**src/rtl/nram_pkg.sv**
```systemverilog
// Package: shared operation type for the nibble RAM.
// Assumes: the select and enable inputs are the only inputs that choose the operation.
package nram_pkg;

    // The one operation carried out at a clock edge.
    typedef enum logic [1:0] {
        OP_READ  = 2'd0,
        OP_HOLD  = 2'd1,
        OP_WRITE = 2'd2
    } nram_op_e;

    // Turns the select and enable inputs into an operation; the enable only matters when writing.
    function automatic nram_op_e classify_op(input logic rw, input logic en);
        if (!rw)
            return OP_READ;
        else if (en)
            return OP_WRITE;
        else
            return OP_HOLD;
    endfunction

endpackage

```
**src/rtl/nram_decode.sv**
```systemverilog
// Module: nram_decode
// Drives one load strobe for each word. A strobe is high only for the addressed word,
// and only during a write.
// Assumes: wr_go is already qualified by both the select and the enable.
module nram_decode #(
    parameter int ADDR_W = 4,
    localparam int DEPTH = 1 << ADDR_W
) (
    input  logic              clk,
    input  logic              rst_n,
    input  logic              wr_go,
    input  logic [ADDR_W-1:0] addr,
    output logic [DEPTH-1:0]  load
);

    // One address comparator for each word.
    for (genvar gi = 0; gi < DEPTH; gi++) begin : g_dec
        always_comb load[gi] = wr_go && (addr == ADDR_W'(gi));
    end


    // At most one word is loaded at any edge.
    single_load_chk: assert property (@(posedge clk) disable iff (!rst_n)
        $onehot0(load));

endmodule

```
**src/rtl/nram_cell.sv**
```systemverilog
// Module: nram_cell
// One storage word. A multiplexer in the data path chooses between keeping the
// current value and taking new data, so the clock is never gated.
// Assumes: load is a single-cycle decoded strobe from the address decoder.
module nram_cell #(
    parameter int DATA_W = 4
) (
    input  logic              clk,
    input  logic              rst_n,
    input  logic              load,
    input  logic [DATA_W-1:0] wdata,
    output logic [DATA_W-1:0] q
);

    logic [DATA_W-1:0] q_next;

    // Hold/load selection ahead of the flip-flops.
    always_comb q_next = load ? wdata : q;

    // Word register with synchronous clear.
    always_ff @(posedge clk) begin
        if (!rst_n)
            q <= '0;
        else
            q <= q_next;
    end


    // A word that is not loaded keeps its value.
    cell_hold_chk: assert property (@(posedge clk) disable iff (!rst_n)
        !load |=> (q == $past(q)));


    // A loaded word holds the write data after the edge.
    cell_load_chk: assert property (@(posedge clk) disable iff (!rst_n)
        load |=> (q == $past(wdata)));

endmodule

```
**src/rtl/nram_outsel.sv**
```systemverilog
// Module: nram_outsel
// Output register. On a read it takes the addressed word. On a write it takes the
// incoming data, so written data passes straight through. Otherwise it holds.
// Assumes: words is the concatenation of all words, with word 0 in the low bits.
module nram_outsel
    import nram_pkg::*;
#(
    parameter int ADDR_W = 4,
    parameter int DATA_W = 4,
    localparam int DEPTH = 1 << ADDR_W
) (
    input  logic                    clk,
    input  logic                    rst_n,
    input  nram_op_e                op,
    input  logic [ADDR_W-1:0]       addr,
    input  logic [DATA_W-1:0]       din,
    input  logic [DEPTH*DATA_W-1:0] words,
    output logic [DATA_W-1:0]       dout
);

    logic [DATA_W-1:0] rd_word;
    logic [DATA_W-1:0] dout_next;

    // Read multiplexer: picks the addressed word out of the concatenated bus.
    always_comb rd_word = words[addr*DATA_W +: DATA_W];

    // Chooses the next output value from the operation.
    always_comb begin
        unique case (op)
            OP_READ:  dout_next = rd_word;
            OP_WRITE: dout_next = din;
            default:  dout_next = dout;
        endcase
    end

    // Output register with synchronous clear.
    always_ff @(posedge clk) begin
        if (!rst_n)
            dout <= '0;
        else
            dout <= dout_next;
    end


    out_idle_chk: assert property (@(posedge clk) disable iff (!rst_n)
        (op == OP_HOLD) |=> $stable(dout));


    out_wthru_chk: assert property (@(posedge clk) disable iff (!rst_n)
        (op == OP_WRITE) |=> (dout == $past(din)));


    out_clear_chk: assert property (@(posedge clk)
        !rst_n |=> (dout == '0));

endmodule

```
**src/rtl/nram_core.sv**
```systemverilog
// Module: nram_core
// Top level of the sixteen-word nibble RAM. It classifies the operation, decodes
// the write strobes, instantiates the words, and registers the output.
// Assumes: a single clock and a synchronous active-low reset.
module nram_core
    import nram_pkg::*;
#(
    parameter int ADDR_W = 4,
    parameter int DATA_W = 4,
    localparam int DEPTH = 1 << ADDR_W
) (
    input  logic              clk,
    input  logic              rst_n,
    input  logic [ADDR_W-1:0] addr,
    input  logic [DATA_W-1:0] din,
    input  logic              rw,
    input  logic              en,
    output logic [DATA_W-1:0] dout
);

    nram_op_e                op;
    logic [DEPTH-1:0]        load;
    logic [DEPTH*DATA_W-1:0] words;

    // Operation for this edge.
    always_comb op = classify_op(rw, en);

    nram_decode #(.ADDR_W(ADDR_W)) u_dec (
        .clk   (clk),
        .rst_n (rst_n),
        .wr_go (op == OP_WRITE),
        .addr  (addr),
        .load  (load)
    );

    for (genvar gi = 0; gi < DEPTH; gi++) begin : g_word
        nram_cell #(.DATA_W(DATA_W)) u_cell (
            .clk   (clk),
            .rst_n (rst_n),
            .load  (load[gi]),
            .wdata (din),
            .q     (words[gi*DATA_W +: DATA_W])
        );
    end

    nram_outsel #(.ADDR_W(ADDR_W), .DATA_W(DATA_W)) u_out (
        .clk   (clk),
        .rst_n (rst_n),
        .op    (op),
        .addr  (addr),
        .din   (din),
        .words (words),
        .dout  (dout)
    );


    // A read leaves every word unchanged, whatever the enable is.
    read_keeps_chk: assert property (@(posedge clk) disable iff (!rst_n)
        !rw |=> (words == $past(words)));


    words_clear_chk: assert property (@(posedge clk)
        !rst_n |=> (words == '0));

endmodule

```
**config.mk**
```make
export PLATFORM = sky130hd
export DESIGN_NAME = nram_core
export DESIGN_NICKNAME = d
export VERILOG_FILES = /design/src/rtl/nram_pkg.sv /design/src/rtl/nram_decode.sv /design/src/rtl/nram_cell.sv /design/src/rtl/nram_outsel.sv /design/src/rtl/nram_core.sv
export SDC_FILE = /design/constraint.sdc
export NUM_CORES = 1
export LEC_CHECK = 0
export ABC_AREA = 0
export BUFFER_PORTS_ARGS = -buffer_cell sky130_fd_sc_hd__buf_2
export CORE_MARGIN = 4
export CORE_UTILIZATION = 35
export DETAILED_ROUTE_END_ITERATION = 7
export SYNTH_ARGS = -nofsm -noshare
export SYNTH_HDL_FRONTEND = slang
export SYNTH_SLANG_ARGS = --single-unit
```
**constraint.sdc**
```tcl
create_clock -name clk -period 1.85 [get_ports clk]
set_input_delay 0.555 -clock clk [delete_from_list [all_inputs] [get_ports clk]]
set_output_delay 0.555 -clock clk [all_outputs]
set_load 0.03 [all_outputs]
```
Yosys cells after proc, flatten, opt, wreduce, memory -nomap -nowiden --
Cells that the tools add are included.
Cells by class: eq/ne operators 16, shift operators 1, multiplexer cells 3, reductions and logical operators 19
Operators by type and width (count):
- 64-bit by 7-bit variable part select with 4-bit output | 1
- 4-bit == test, second input constant | 8
- 4-bit by 3-bit == test with 1-bit output, second input constant | 4
- 1-bit logical AND | 16
- 4-bit by 2-bit == test with 1-bit output, second input constant | 2
- 4-bit case mux with 2 select lines | 1
- 4-bit by 1-bit == test with 1-bit output, second input constant | 1
- 4-bit zero test | 1
- 2-bit 2-to-1 mux | 2
- 2-bit == test, second input constant | 1
- 2-bit zero test | 1
- 2-bit nonzero test | 1
Storage, ports and cells: bits in registers 68, input port bits 12, word-level logic and storage cells 56

Depth between registers and ports, before layout --
Gate-level depths: netlist of the first run.
depth in word-level cells 4, gate-level depth with buffers 7, mapped depth without buffers 4

Hierarchy --
Synthesis of the first run repeated with hierarchy kept, for this count alone.
Unflattened totals: cell total of the unflattened synthesis 297, area total of the unflattened synthesis 3343.2 µm²
Modules (own cells, without submodules):
- nram_cell | instances 16, cells an instance 13, area each 156.4 µm², sequential area each 80.1 µm²
- nram_outsel | instances 1, cells an instance 64, area each 706.9 µm², sequential area each 80.1 µm²
- nram_decode | instances 1, cells an instance 23, area each 117.6 µm², sequential area each 0.0 µm²
- nram_core | instances 1, cells an instance 2, area each 16.3 µm², sequential area each 0.0 µm²

Worst setup path before layout of the first run --
No wires, ideal clock.
kind input -> register, start in addr[0], end reg g_word[12].u_cell.q[0], arrival 1.547 ns, data required time 1.734 ns, path slack 0.187 ns, cell stages on the path 7, cells stage by stage buf_4 > and4bb_1 > buf_4 > and2b_1 > buf_4 > mux2i_1 > nor2b_1
On the way: longest elaborated chain between the ends 2
RTL lines:
- start: declaration | RTL line nram_core.sv:14 | input logic [ADDR_W-1:0] addr,
- 4-bit == test | RTL line nram_decode.sv:18 | always_comb load[gi] = wr_go && (addr == ADDR_W'(gi));
- 1-bit logical AND | RTL line nram_decode.sv:18
- end signal: assignment | RTL line nram_cell.sv:25 | q <= q_next;
- end: declaration | RTL line nram_cell.sv:12 | output logic [DATA_W-1:0] q
Every way passes these cells. A chain may end at the register's enable or synchronous reset.

Final worst setup path of the first run --
start reg u_out.dout[1], end out dout[1]
RTL lines:
- start: declaration | RTL line nram_outsel.sv:18 | output logic [DATA_W-1:0] dout
- start signal: assignment | RTL line nram_outsel.sv:41 | dout <= dout_next;
- end: declaration | RTL line nram_core.sv:18 | output logic [DATA_W-1:0] dout
No word-level cell between the ends.

==> results of run 1 <==
-- kinds of logic (layout without fill, tap and decap cells) --
| group | Yosys count | in the layout |
|---|---|---|
| AOI/OAI and AO/OA | 88 | 88 |
| buffers and inverters | 36 | 49 |
| DFF | 68 | 68 |
| muxes | 60 | 60 |
| and+or+nand+nor | 126 | 126 |
-- metal layers --
layer,up-vias,routed length [microns],global-route usage [%]
li1,1329,-,-
met1,1214,4010,20.3
met2,46,3530,24.3
met3,9,373,4.90
met4,0,88,4.22
met5,-,0,0
-- through the flow --
step	total power (W)	hold WS (ns)	std cells	setup WS (ns)
finish	0.00287	0.473	520	0.353
global route	0.00300	0.491	520	0.294
CTS	0.00291	0.477	520	0.345
detailed placement	0.00181	0.467	506	0.102
global placement	0.00180	0.456	506	0.106
floorplan	0.00171	0.443	378	0.187
-- synth_stat cells, drive strengths merged --
master / count / area share [%]
dfxtp: 68 / 41
and2b: 1 / 0.23
and2: 1 / 0.19
a21oi: 4 / 0.60
clkbuf: 22 / 2.6
o21ai: 36 / 5.4
mux2i: 56 / 17
a21boi: 40 / 9.0
and3b: 1 / 0.26
nand3: 16 / 2.4
nand2b: 5 / 0.94
nand4: 5 / 0.94
nor2b: 26 / 4.9
buf: 14 / 2.4
nor2: 11 / 1.2
nand3b: 2 / 0.68
nand2: 54 / 6.1
mux2: 4 / 1.4
a22oi: 8 / 1.8
nand4b: 2 / 0.53
and4bb: 1 / 0.38
or3b: 1 / 0.26
-- registers in the layout (all words and copies together) (netlist names) --
register,flops
g_word.u_cell.q,64
u_out.dout,4
-- power breakdown --
group / internal, W / switching, W / total, W
sequential: 0.00148 / 0.0000103 / 0.00149
combinational: 0.000110 / 0.000172 / 0.000282
clock: 0.000577 / 0.000523 / 0.00110
total: 0.00217 / 0.000705 / 0.00287
-- how the worst max path moves through the flow --
stage                                    start                                   to  slack (ns)
floorplan                              addr[0]  g_word[12].u_cell.q[0]$_SDFFE_PN0P_        0.19
global placement                       addr[3]   g_word[2].u_cell.q[0]$_SDFFE_PN0P_        0.11
detailed placement                     addr[0]   g_word[7].u_cell.q[2]$_SDFFE_PN0P_        0.10
CTS                 u_out.dout[1]$_SDFFE_PN0P_                              dout[1]        0.35
global route                           addr[0]   g_word[0].u_cell.q[0]$_SDFFE_PN0P_        0.29
finish              u_out.dout[1]$_SDFFE_PN0P_                              dout[1]        0.35
-- placed cells by master (no fill, tap or decap), drive strengths merged --
master,n
nand3b,2
mux2,4
nand4b,2
a22oi,8
nand4,5
dfxtp,68
or3b,1
nor2,11
nand2,54
and3b,1
a21oi,4
a21boi,40
and2,1
and4bb,1
buf,35
clkbuf,12
o21ai,36
mux2i,56
nand2b,5
clkinv,2
nand3,16
nor2b,26
and2b,1
-- final cells by class --
| cell class | instances | area (sq um) | area share [%] |
|---|---|---|---|
| clock buffer | 12 | 165 | 4.42 |
| clock inverter | 2 | 10.0 | 0.268 |
| multi-input combinational | 274 | 1800 | 48.2 |
| sequential | 68 | 1360 | 36.4 |
| tap | 129 | 161 | 4.32 |
| timing repair buffer | 35 | 238 | 6.37 |
==> metrics.md, run 1 <==
| Metric | Value |
|---|---|
| Status | `complete, no violations` |
| Vias/cell | `approximately 5` |
| Largest net degree at the start of global routing | `between 50 and 60` |
| PortBufs | `15` |
| Critical Path End Type | `output pin` |
| Initial antenna violation count | `0` |
| CP Max Fanout | `2` |
| Mux share of post-synthesis cell area | `between 10% and 20%` |
| Avg WL per Cell | `approximately 15 microns` |
| Post-layout util | `between 40% and 50%` |
| Core area | `9240 sq um` |
| Worst supply voltage drop on vdd | `around 0.36 mV` |
| Initial Util | `between 30% and 40%` |
| Placed cell areas | `3560 sq um` |
| CP bufs+invs | `1` |
| Kind of launch point of the worst setup path | `flip-flop` |
| DRT Pass-1 Iters | `4` |
| Post-Layout Inst Area | `between 3000 and 4000 sq um` |
| Total Routed Length | `around 8000 microns` |
| Fillers | `~940` |
| GRT Residual Overflow | `0` |
| H-tree Lvls | `3` |
| Period minus WS final | `roughly 1.5 ns` |
| Max-slew headroom | `roughly 70%` |
| Synth Area in Simple Gates | `around a fifth` |
| Maxcap violations | `0` |
| Initial drt markers | `approximately 130` |
| Clock root buffer | `clkbuf_8` |
| Die height | `around 110 microns` |
| CTS tree | `built` |
| Hold Startpoint | `g_word[0].u_cell.q[1]$_SDFFE_PN0P_` |
| Post-CTS Hold Buffers | `0` |
| Fmax | `0.668 GHz` |
| Boundary Pins | `16` |
| CP max stage delay | `about 0.38 ns` |
| Worst reg2reg path depth | `4` |
| Clock-pin slew on the worst setup and hold paths | `0.07 ns` |
| First-pass GRT wire length | `13400 microns` |
| CP max stage cell | `dfxtp_1` |
| Finish-stage setup viols | `0` |
| R2r endpoint | `u_out.dout[1]$_SDFFE_PN0P_` |
| Slew @ Worst Pin | `about 0.42 ns` |
| Vias | `between 2000 and 3000` |
| Leak | `1.48 nW` |
| Cell row count | `35` |
| Area growth from synthesis to layout | `12.3%` |
| Yosys cell types | `25` |
| Class of the worst hold path | `reg2reg` |
| Total track usage | `about 15%` |
| Max Clock Skew | `around 0.0058 ns` |
| Total negative setup slack | `0 ns` |
| Synth Area in XOR/XNOR | `0%` |
| Slew Limit Fails | `0` |
| Share of layout cells above drive strength 1 | `14.3%` |
| Post-Synthesis Cells | `378` |
| Critical Path RT | `1.29 ns` |
| Max Buffers Root-to-Sink | `2` |
| CTS Sinks | `68` |
| WP depth | `1` |
| Critical path class | `reg2out` |
| #FFs+latches synth | `68` |
| Hold path endpoint | `g_word[0].u_cell.q[1]$_SDFFE_PN0P_` |
| Antenna viol nets, final | `0` |
| Syn avg cell area | `a little under 9 sq um` |
| Adder-Cell Fraction of Synth Area | `0%` |
| Final Hold Vio Count | `0` |
| Die W | `approximately 110 microns` |
| RSZ-0062 raised after global routing | `no` |
| Crit path DAT | `approximately 0.94 ns` |
| Synth warnings | `0` |
| Post CTS Setup Buffer Count | `0` |
| RR Startpoint | `g_word[13].u_cell.q[1]$_SDFFE_PN0P_` |
| R2r setup slk | `0.87 ns` |
| HPWL after DPL | `between 5000 and 6000 microns` |
| Largest family of logic cells by synthesized area | `simple AND/OR/NAND/NOR gates` |
| Compound-cell area share of the yosys netlist | `roughly 17%` |
| Gpl congestion | `between 0.8 and 0.9` |
| DRC violations left | `0` |
| CTS resizes | `0` |
| Fin nets | `400` |
| Family with the most delay on the worst path | `flip-flops` |
| Number of global-route vias before repair | `around 2600` |
| Post-synthesis sequential area ratio | `between 40 and 50%` |
| Num CTS Buffers | `9` |
| Hold path depth | `2` |
| CP cell instances | `buf_2` |
| Diodes inserted | `0` |
| Period utilization | `about four fifths` |
| Pwr Density | `just under 800 nW/um^2` |
| Syn nets | `between 300 and 400` |
| Syn Std Cell Area | `around 3300 sq um` |
| Die area | `roughly 11000 sq um` |
| Worst skew pair latency | `around 0.35 ns` |
(Power assumes the default switching activity.)
==> inputs of run 2 (changes only) <==
--- a/config.mk
+++ b/config.mk
@@ -5,7 +5,7 @@
 export SDC_FILE = /design/constraint.sdc
 export NUM_CORES = 1
 export LEC_CHECK = 0
-export ABC_AREA = 0
+export ABC_AREA = 1
 export BUFFER_PORTS_ARGS = -buffer_cell sky130_fd_sc_hd__buf_2
 export CORE_MARGIN = 4
 export CORE_UTILIZATION = 35
==> constraint.sdc (replaced) <==
create_clock -name clk -period 1.41 [get_ports clk]
set_input_delay 0.423 -clock clk [delete_from_list [all_inputs] [get_ports clk]]
set_output_delay 0.423 -clock clk [all_outputs]
set_load 0.03 [all_outputs]
==> run 2 against run 1 <==
Critical path depth stayed put. Non-clock buffer count is 13 higher. Worst hold slack got worse by 0.055 ns. First-iteration DRC count up 50%. Synthesized cell count rose by 26%. Global-route usage rose by 0.97 points. Largest cell class unchanged. Design area is 0.90% higher. Via count up 18%. Power is 34% higher. Synthesized area decreased by 3.8%.
==> metrics.md, run 2 <==
| Metric | Value |
|---|---|
| Antenna viol nets, final | `0` |
| Clock-pin slew on the worst setup and hold paths | `0.07 ns` |
| Clock root buffer | `clkbuf_8` |
| Slew @ Worst Pin | `approximately 0.24 ns` |
| Hold path endpoint | `g_word[14].u_cell.q[3]$_SDFFE_PN0P_` |
| RSZ-0062 raised after global routing | `no` |
| R2r endpoint | `u_out.dout[0]$_SDFFE_PN0P_` |
| CTS resizes | `0` |
| Post-Synthesis Cells | `around 480` |
| Initial Util | `36.3%` |
| Worst skew pair latency | `0.35 ns` |
| HPWL after DPL | `between 6000 and 7000 microns` |
| Crit path DAT | `~0.94 ns` |
| Period utilization | `a little over nine tenths` |
| Most frequent cell after synthesis | `nand2_1` |
| Pwr Density | `around 1000 nW/um^2` |
| Synth warnings | `0` |
| Post-synth EDFFs | `0` |
| Avg WL per Cell | `about 14 microns` |
| CP Max Fanout | `2` |
| Max Buffers Root-to-Sink | `2` |
| GRT Residual Overflow | `0` |
| Max reg flops | `64` |
| Total Routed Length | `8560 microns` |
| CTS Sinks | `approximately 70` |
| Share of layout cells above drive strength 1 | `roughly 16%` |
| Hold path depth | `3` |
| CP max stage cell | `dfxtp_1` |
| Top FF cell, synth | `dfxtp_1` |
| Total track usage | `approximately 16%` |
| Critical path class | `reg2out` |
| Top Registers | `g_word.u_cell.q x64, u_out.dout x4` |
| CP startpoint | `u_out.dout[3]$_SDFFE_PN0P_` |
| Vias | `around 3100` |
| Vias/cell | `about 5` |
| Total negative setup slack | `0 ns` |
| H-tree Lvls | `3` |
| Post-layout util | `a little over two fifths` |
| Syn avg cell area | `between 6 and 7 sq um` |
| Hold Startpoint | `din[3]` |
| Gpl congestion | `0.829` |
| Fin nets | `522` |
| Post-synth top area share | `42.6%` |
| CTS tree | `built` |
| Max Clock Skew | `0.00394 ns` |
| Worst reg2reg path depth | `8` |
| R2r setup slk | `around 0.3 ns` |
| Max-slew headroom | `a little over four fifths` |
| Maxcap violations | `0` |
| DRT Pass-1 Iters | `5` |
| Num CTS Buffers | `9` |
| Post-synthesis sequential area ratio | `~43%` |
| Die height | `104 microns` |
| Initial drt markers | `188` |
| Critical Path End Type | `output pin` |
| Worst supply voltage drop on vdd | `a little over 0.5 mV` |
| Cell row count | `34` |
| Family with the most delay on the worst path | `flip-flops` |
| Diodes inserted | `0` |
| Post CTS Setup Buffer Count | `0` |
| Finish-stage setup viols | `0` |
| Fmax | `~0.73 GHz` |
| CP cell instances | `buf_2` |
| Syn Std Cell Area | `about 3200 sq um` |
| Syn nets | `487` |
| Critical Path RT | `0.99 ns` |
| Post-CTS Hold Buffers | `0` |
| Core area | `just under 9000 sq um` |
| CP bufs+invs | `1` |
| Kind of launch point of the worst setup path | `flip-flop` |
| Die W | `slightly above 100 microns` |
| DRC violations left | `0` |
| Leak | `1.62 nW` |
| Boundary Pins | `16` |
| Number of global-route vias before repair | `roughly 2800` |
| Initial antenna violation count | `0` |
| PortBufs | `15` |
| Most common cell after layout, fill and taps aside | `nand2_1` |
| Largest area contributor in the netlist | `dfxtp_1` |
| Final Hold Vio Count | `0` |
| #FFs+latches synth | `68` |
| Die area | `about 11000 sq um` |
| Fillers | `a little under 900` |
| Commonest cells after routing, fill and taps aside | `177 x nand2_1, 68 x a21oi_1, 68 x dfxtp_1` |
| Slew Limit Fails | `0` |
| RR Startpoint | `g_word[2].u_cell.q[0]$_SDFFE_PN0P_` |
| Top post-synthesis cells by area | `dfxtp_1 43%, nand2_1 21%, a21oi_1 11%` |
| CP max stage delay | `about 0.38 ns` |
| Top post-synthesis cells by count | `177 x nand2_1, 68 x a21oi_1, 68 x dfxtp_1` |
| Ys async rst share | `0%` |
| Area growth from synthesis to layout | `17.9%` |
| Largest net degree at the start of global routing | `25` |
| First-pass GRT wire length | `roughly 14000 microns` |
| Status | `complete, no violations` |
| Most flops, register | `g_word.u_cell.q` |
| Class of the worst hold path | `in2reg` |
| Yosys cell types | `21` |
| Period minus WS final | `roughly 1.4 ns` |
[run 2: cell types whose count changed after synthesis, sizes merged, moves of 24 or more]
cell,change
a21boi,-40
a21oi,+64
inv,+35
mux2i,-56
nand2,+127
nor2b,-26
o21ai,+24
[run 2: kinds of logic after synthesis]
family | Yosys count | synth area share [%]
buffers and inverters | 63 | 9.00
flip-flops | 68 | 42.6
AO/OA/AOI/OAI | 132 | 20.8
AND/OR/NAND/NOR | 212 | 27.6
[run 2: metrics by stage]
stage	cell area, sq um	total power (W)	worst slack [ns]	hold WS [ns]	std cells
after floorplan	3200	0.00221	0.0773	0.424	475
after global placement	3580	0.00236	-0.183	0.441	607
after detailed placement	3580	0.00236	-0.212	0.448	607
after CTS	3770	0.00388	0.0417	0.408	622
after global routing	3770	0.00402	0.0103	0.417	622
final	3770	0.00385	0.0433	0.418	622
[run 2: worst max path at each step]
stage	cells past startpoint	endpoint	slack, ns
after floorplan	10	u_out.dout[1]$_SDFFE_PN0P_	0.08
after global placement	11	u_out.dout[1]$_SDFFE_PN0P_	-0.18
after detailed placement	11	u_out.dout[1]$_SDFFE_PN0P_	-0.21
after CTS	1	dout[3]	0.04
after global routing	7	g_word[11].u_cell.q[2]$_SDFFE_PN0P_	0.01
final	1	dout[3]	0.04
[run 2: worst register-to-register path, stage by stage (launching register included)]
cell and delay [ns]:
dfxtp_1 0.31, inv_1 0.04, o21ai_0 0.22, nand2_1 0.09, nand2_1 0.07, nand2_1 0.07, nand2_1 0.08, o21ai_1 0.06
a21oi_1 0.11
[run 2: power by group]
part	internal [W]	switching (W)	total, W
Sequential	0.00194	0.0000116	0.00196
Clock	0.000820	0.000712	0.00153
Combinational	0.000123	0.000239	0.000362
[run 2: metal layers]
| layer | part of all wire, % | vias to the layer above | global-route usage [%] |
|---|---|---|---|
| li1 | - | 1607 | - |
| met1 | 48 | 1390 | 22.4 |
| met2 | 45 | 74 | 25.5 |
| met3 | 5.7 | 6 | 4.54 |
| met4 | 0.67 | 0 | 4.46 |
| met5 | 0 | - | 0 |
[run 2: cell type report]
| cell class | instances | area, sq um | area share (%) |
|---|---|---|---|
| Clock inverter | 1 | 5.00 | 0.133 |
| Inverter | 39 | 151 | 4.02 |
| Multi-Input combinational cell | 344 | 1550 | 41.1 |
| Tap cell | 108 | 135 | 3.59 |
| Timing Repair Buffer | 48 | 385 | 10.2 |
| Clock buffer | 14 | 183 | 4.85 |
| Sequential cell | 68 | 1360 | 36.1 |
==> inputs of run 3 (changes only) <==
--- a/config.mk
+++ b/config.mk
@@ -10,6 +10,7 @@
 export CORE_MARGIN = 4
 export CORE_UTILIZATION = 35
 export DETAILED_ROUTE_END_ITERATION = 7
+export PLACE_DENSITY = 0.53
 export SYNTH_ARGS = -nofsm -noshare
 export SYNTH_HDL_FRONTEND = slang
 export SYNTH_SLANG_ARGS = --single-unit
==> constraint.sdc (replaced) <==
create_clock -name clk -period 1.5 [get_ports clk]
set_input_delay 0.45 -clock clk [delete_from_list [all_inputs] [get_ports clk]]
set_output_delay 0.45 -clock clk [all_outputs]
set_load 0.03 [all_outputs]
==> run 3 against run 2 <==
Clock skew increased by 0.0048 ns. Count of clock-buffer cells in the layout decreased by 2. Critical path type unchanged. Global-route usage increased by 0.93 points. Setup slack improved by 0.10 ns. Power decreased by 3.4%. Cell count increased by 0.48%. Sequential share of layout area about the same. Largest cell class unchanged. Critical path depth unchanged. Sequential power decreased by 6%.
==> metrics.md, run 3 (synthesis gave the netlist of run 2 again) <==
| Metric | Value |
|---|---|
| WP depth | `1` |
| Total track usage | `approximately 17%` |
| Initial drt markers | `149` |
| Slew @ Worst Pin | `0.338 ns` |
| Antenna viol nets, final | `0` |
| Kind of launch point of the worst setup path | `flip-flop` |
| Clock-pin slew on the worst setup and hold paths | `about 0.07 ns` |
| Num CTS Buffers | `9` |
| Critical path class | `reg2out` |
| CP bufs+invs | `1` |
| Slew Limit Fails | `0` |
| CTS Sinks | `68` |
| Internal | `between 0.002 and 0.003 W` |
| CTS resizes | `0` |
| CP Max Fanout | `2` |
| Reg power frac | `between 40% and 50%` |
| Final Hold Vio Count | `0` |
| Total Routed Length | `8910 microns` |
| Switch share | `24.9%` |
| H-tree Lvls | `3` |
| CP max stage delay | `roughly 0.36 ns` |
| Max Buffers Root-to-Sink | `2` |
| Initial antenna violation count | `0` |
| Die W | `about 100 microns` |
| Initial Util | `36.3%` |
| CP cell instances | `buf_2` |
| First-pass GRT wire length | `roughly 15000 microns` |
| CP max stage cell | `dfxtp_1` |
| Period utilization | `90.4%` |
| Period minus WS final | `roughly 1.4 ns` |
| Share of layout cells above drive strength 1 | `between 10% and 20%` |
| Leak | `around 1.6 nW` |
| CTS tree | `built` |
| Vias | `3027` |
| Finish-stage setup viols | `0` |
| GRT Residual Overflow | `0` |
| Most flops, register | `g_word.u_cell.q` |
| Clock power share | `about two fifths` |
| Post-CTS Hold Buffers | `0` |
| Post CTS Setup Buffer Count | `0` |
| Class of the worst hold path | `in2reg` |
| Avg WL per Cell | `between 10 and 15 microns` |
| Clock root buffer | `clkbuf_8` |
| Worst skew pair latency | `between 0.3 and 0.4 ns` |
| Diodes inserted | `0` |
| Critical Path End Type | `output pin` |
| Max reg flops | `64` |
| Tot Pwr | `roughly 0.0037 W` |
| DRT Pass-1 Iters | `4` |
| Die area | `roughly 11000 sq um` |
| Boundary Pins | `16` |
| Most common cell after layout, fill and taps aside | `nand2_1` |
| Pre-CTS WS | `-0.153 ns` |
| Area growth from synthesis to layout | `18.0%` |
| Sw Pwr | `between 0.0009 and 0.001 W` |
| Vias/cell | `4.84` |
| RSZ-0062 raised after global routing | `no` |
| Largest net degree at the start of global routing | `25` |
| Crit path DAT | `0.91 ns` |
| HPWL after DPL | `~6300 microns` |
| Worst supply voltage drop on vdd | `roughly 0.51 mV` |
| Worst reg2reg path depth | `8` |
| Max-slew headroom | `between 70% and 80%` |
| Pwr Density | `around 1000 nW/um^2` |
| Critical Path RT | `between 1 and 1.5 ns` |
| Hold path depth | `3` |
| Fmax | `approximately 0.74 GHz` |
| Final worst-path setup slack | `~0.14 ns` |
| DRC violations left | `0` |
| PortBufs | `15` |
| Status | `complete, no violations` |
| Core area | `about 8800 sq um` |
| Commonest cells after routing, fill and taps aside | `177 x nand2_1, 68 x a21oi_1, 68 x dfxtp_1` |
| Gpl congestion | `roughly 0.8` |
| Maxcap violations | `0` |
| Number of global-route vias before repair | `a little under 3000` |
| Fin nets | `about 520` |
| Top Registers | `g_word.u_cell.q x64, u_out.dout x4` |
| Family with the most delay on the worst path | `flip-flops` |
| Max Clock Skew | `just under 0.009 ns` |
| Comb pwr share | `approximately 9.1%` |
| Cell row count | `34` |
| Die height | `between 100 and 150 microns` |
run 3: power groups by stage:
stage	logic, W	clock network (W)	registers [W]
2_1_floorplan	0.000191	0	0.00188
3_3_place_gp	0.000334	0	0.00188
3_5_place_dp	0.000335	0	0.00188
4_1_cts	0.000337	0.00157	0.00184
5_1_grt	0.000371	0.00164	0.00184
6_report	0.000337	0.00154	0.00184
run 3: layout make-up:
cell class              count  area, sq um
flip-flops and latches     68         1360
well taps                 108          135
clock inverters             4         47.5
clock buffers              12          155
repair buffers             50          375
fillers                   917         5030
multi-input cells         344         1550
inverters                  39          151
run 3: stage by stage:
stage	cell area, sq um	utilization, %	TNS, ns	hold WS [ns]	instances
finish	3770	42.9	0	0.449	625
global route	3770	42.9	0	0.461	625
CTS	3770	42.9	0	0.440	625
detailed placement	3570	40.6	-3.54	0.446	609
global placement	3570	40.6	-2.44	0.434	609
floorplan	3200	-	0	0.424	475
run 3: path summary, 6_finish.rpt:
kind                                       from                                   to  slack, ns
max                  u_out.dout[1]$_SDFFE_PN0P_                              dout[1]       0.14
min                                      din[1]  g_word[14].u_cell.q[1]$_SDFFE_PN0P_       0.45
max reg2reg  g_word[2].u_cell.q[0]$_SDFFE_PN0P_           u_out.dout[0]$_SDFFE_PN0P_       0.39
min reg2reg  g_word[2].u_cell.q[2]$_SDFFE_PN0P_   g_word[2].u_cell.q[2]$_SDFFE_PN0P_       0.46
run 3: per-layer routing:
| layer | GRT usage [%] | part of all wire, % | vias up |
|---|---|---|---|
| li1 | - | - | 1611 |
| met1 | 24.4 | 50 | 1358 |
| met2 | 26.4 | 45 | 45 |
| met3 | 2.30 | 2.7 | 13 |
| met4 | 7.69 | 1.9 | 0 |
| met5 | 0 | 0 | - |
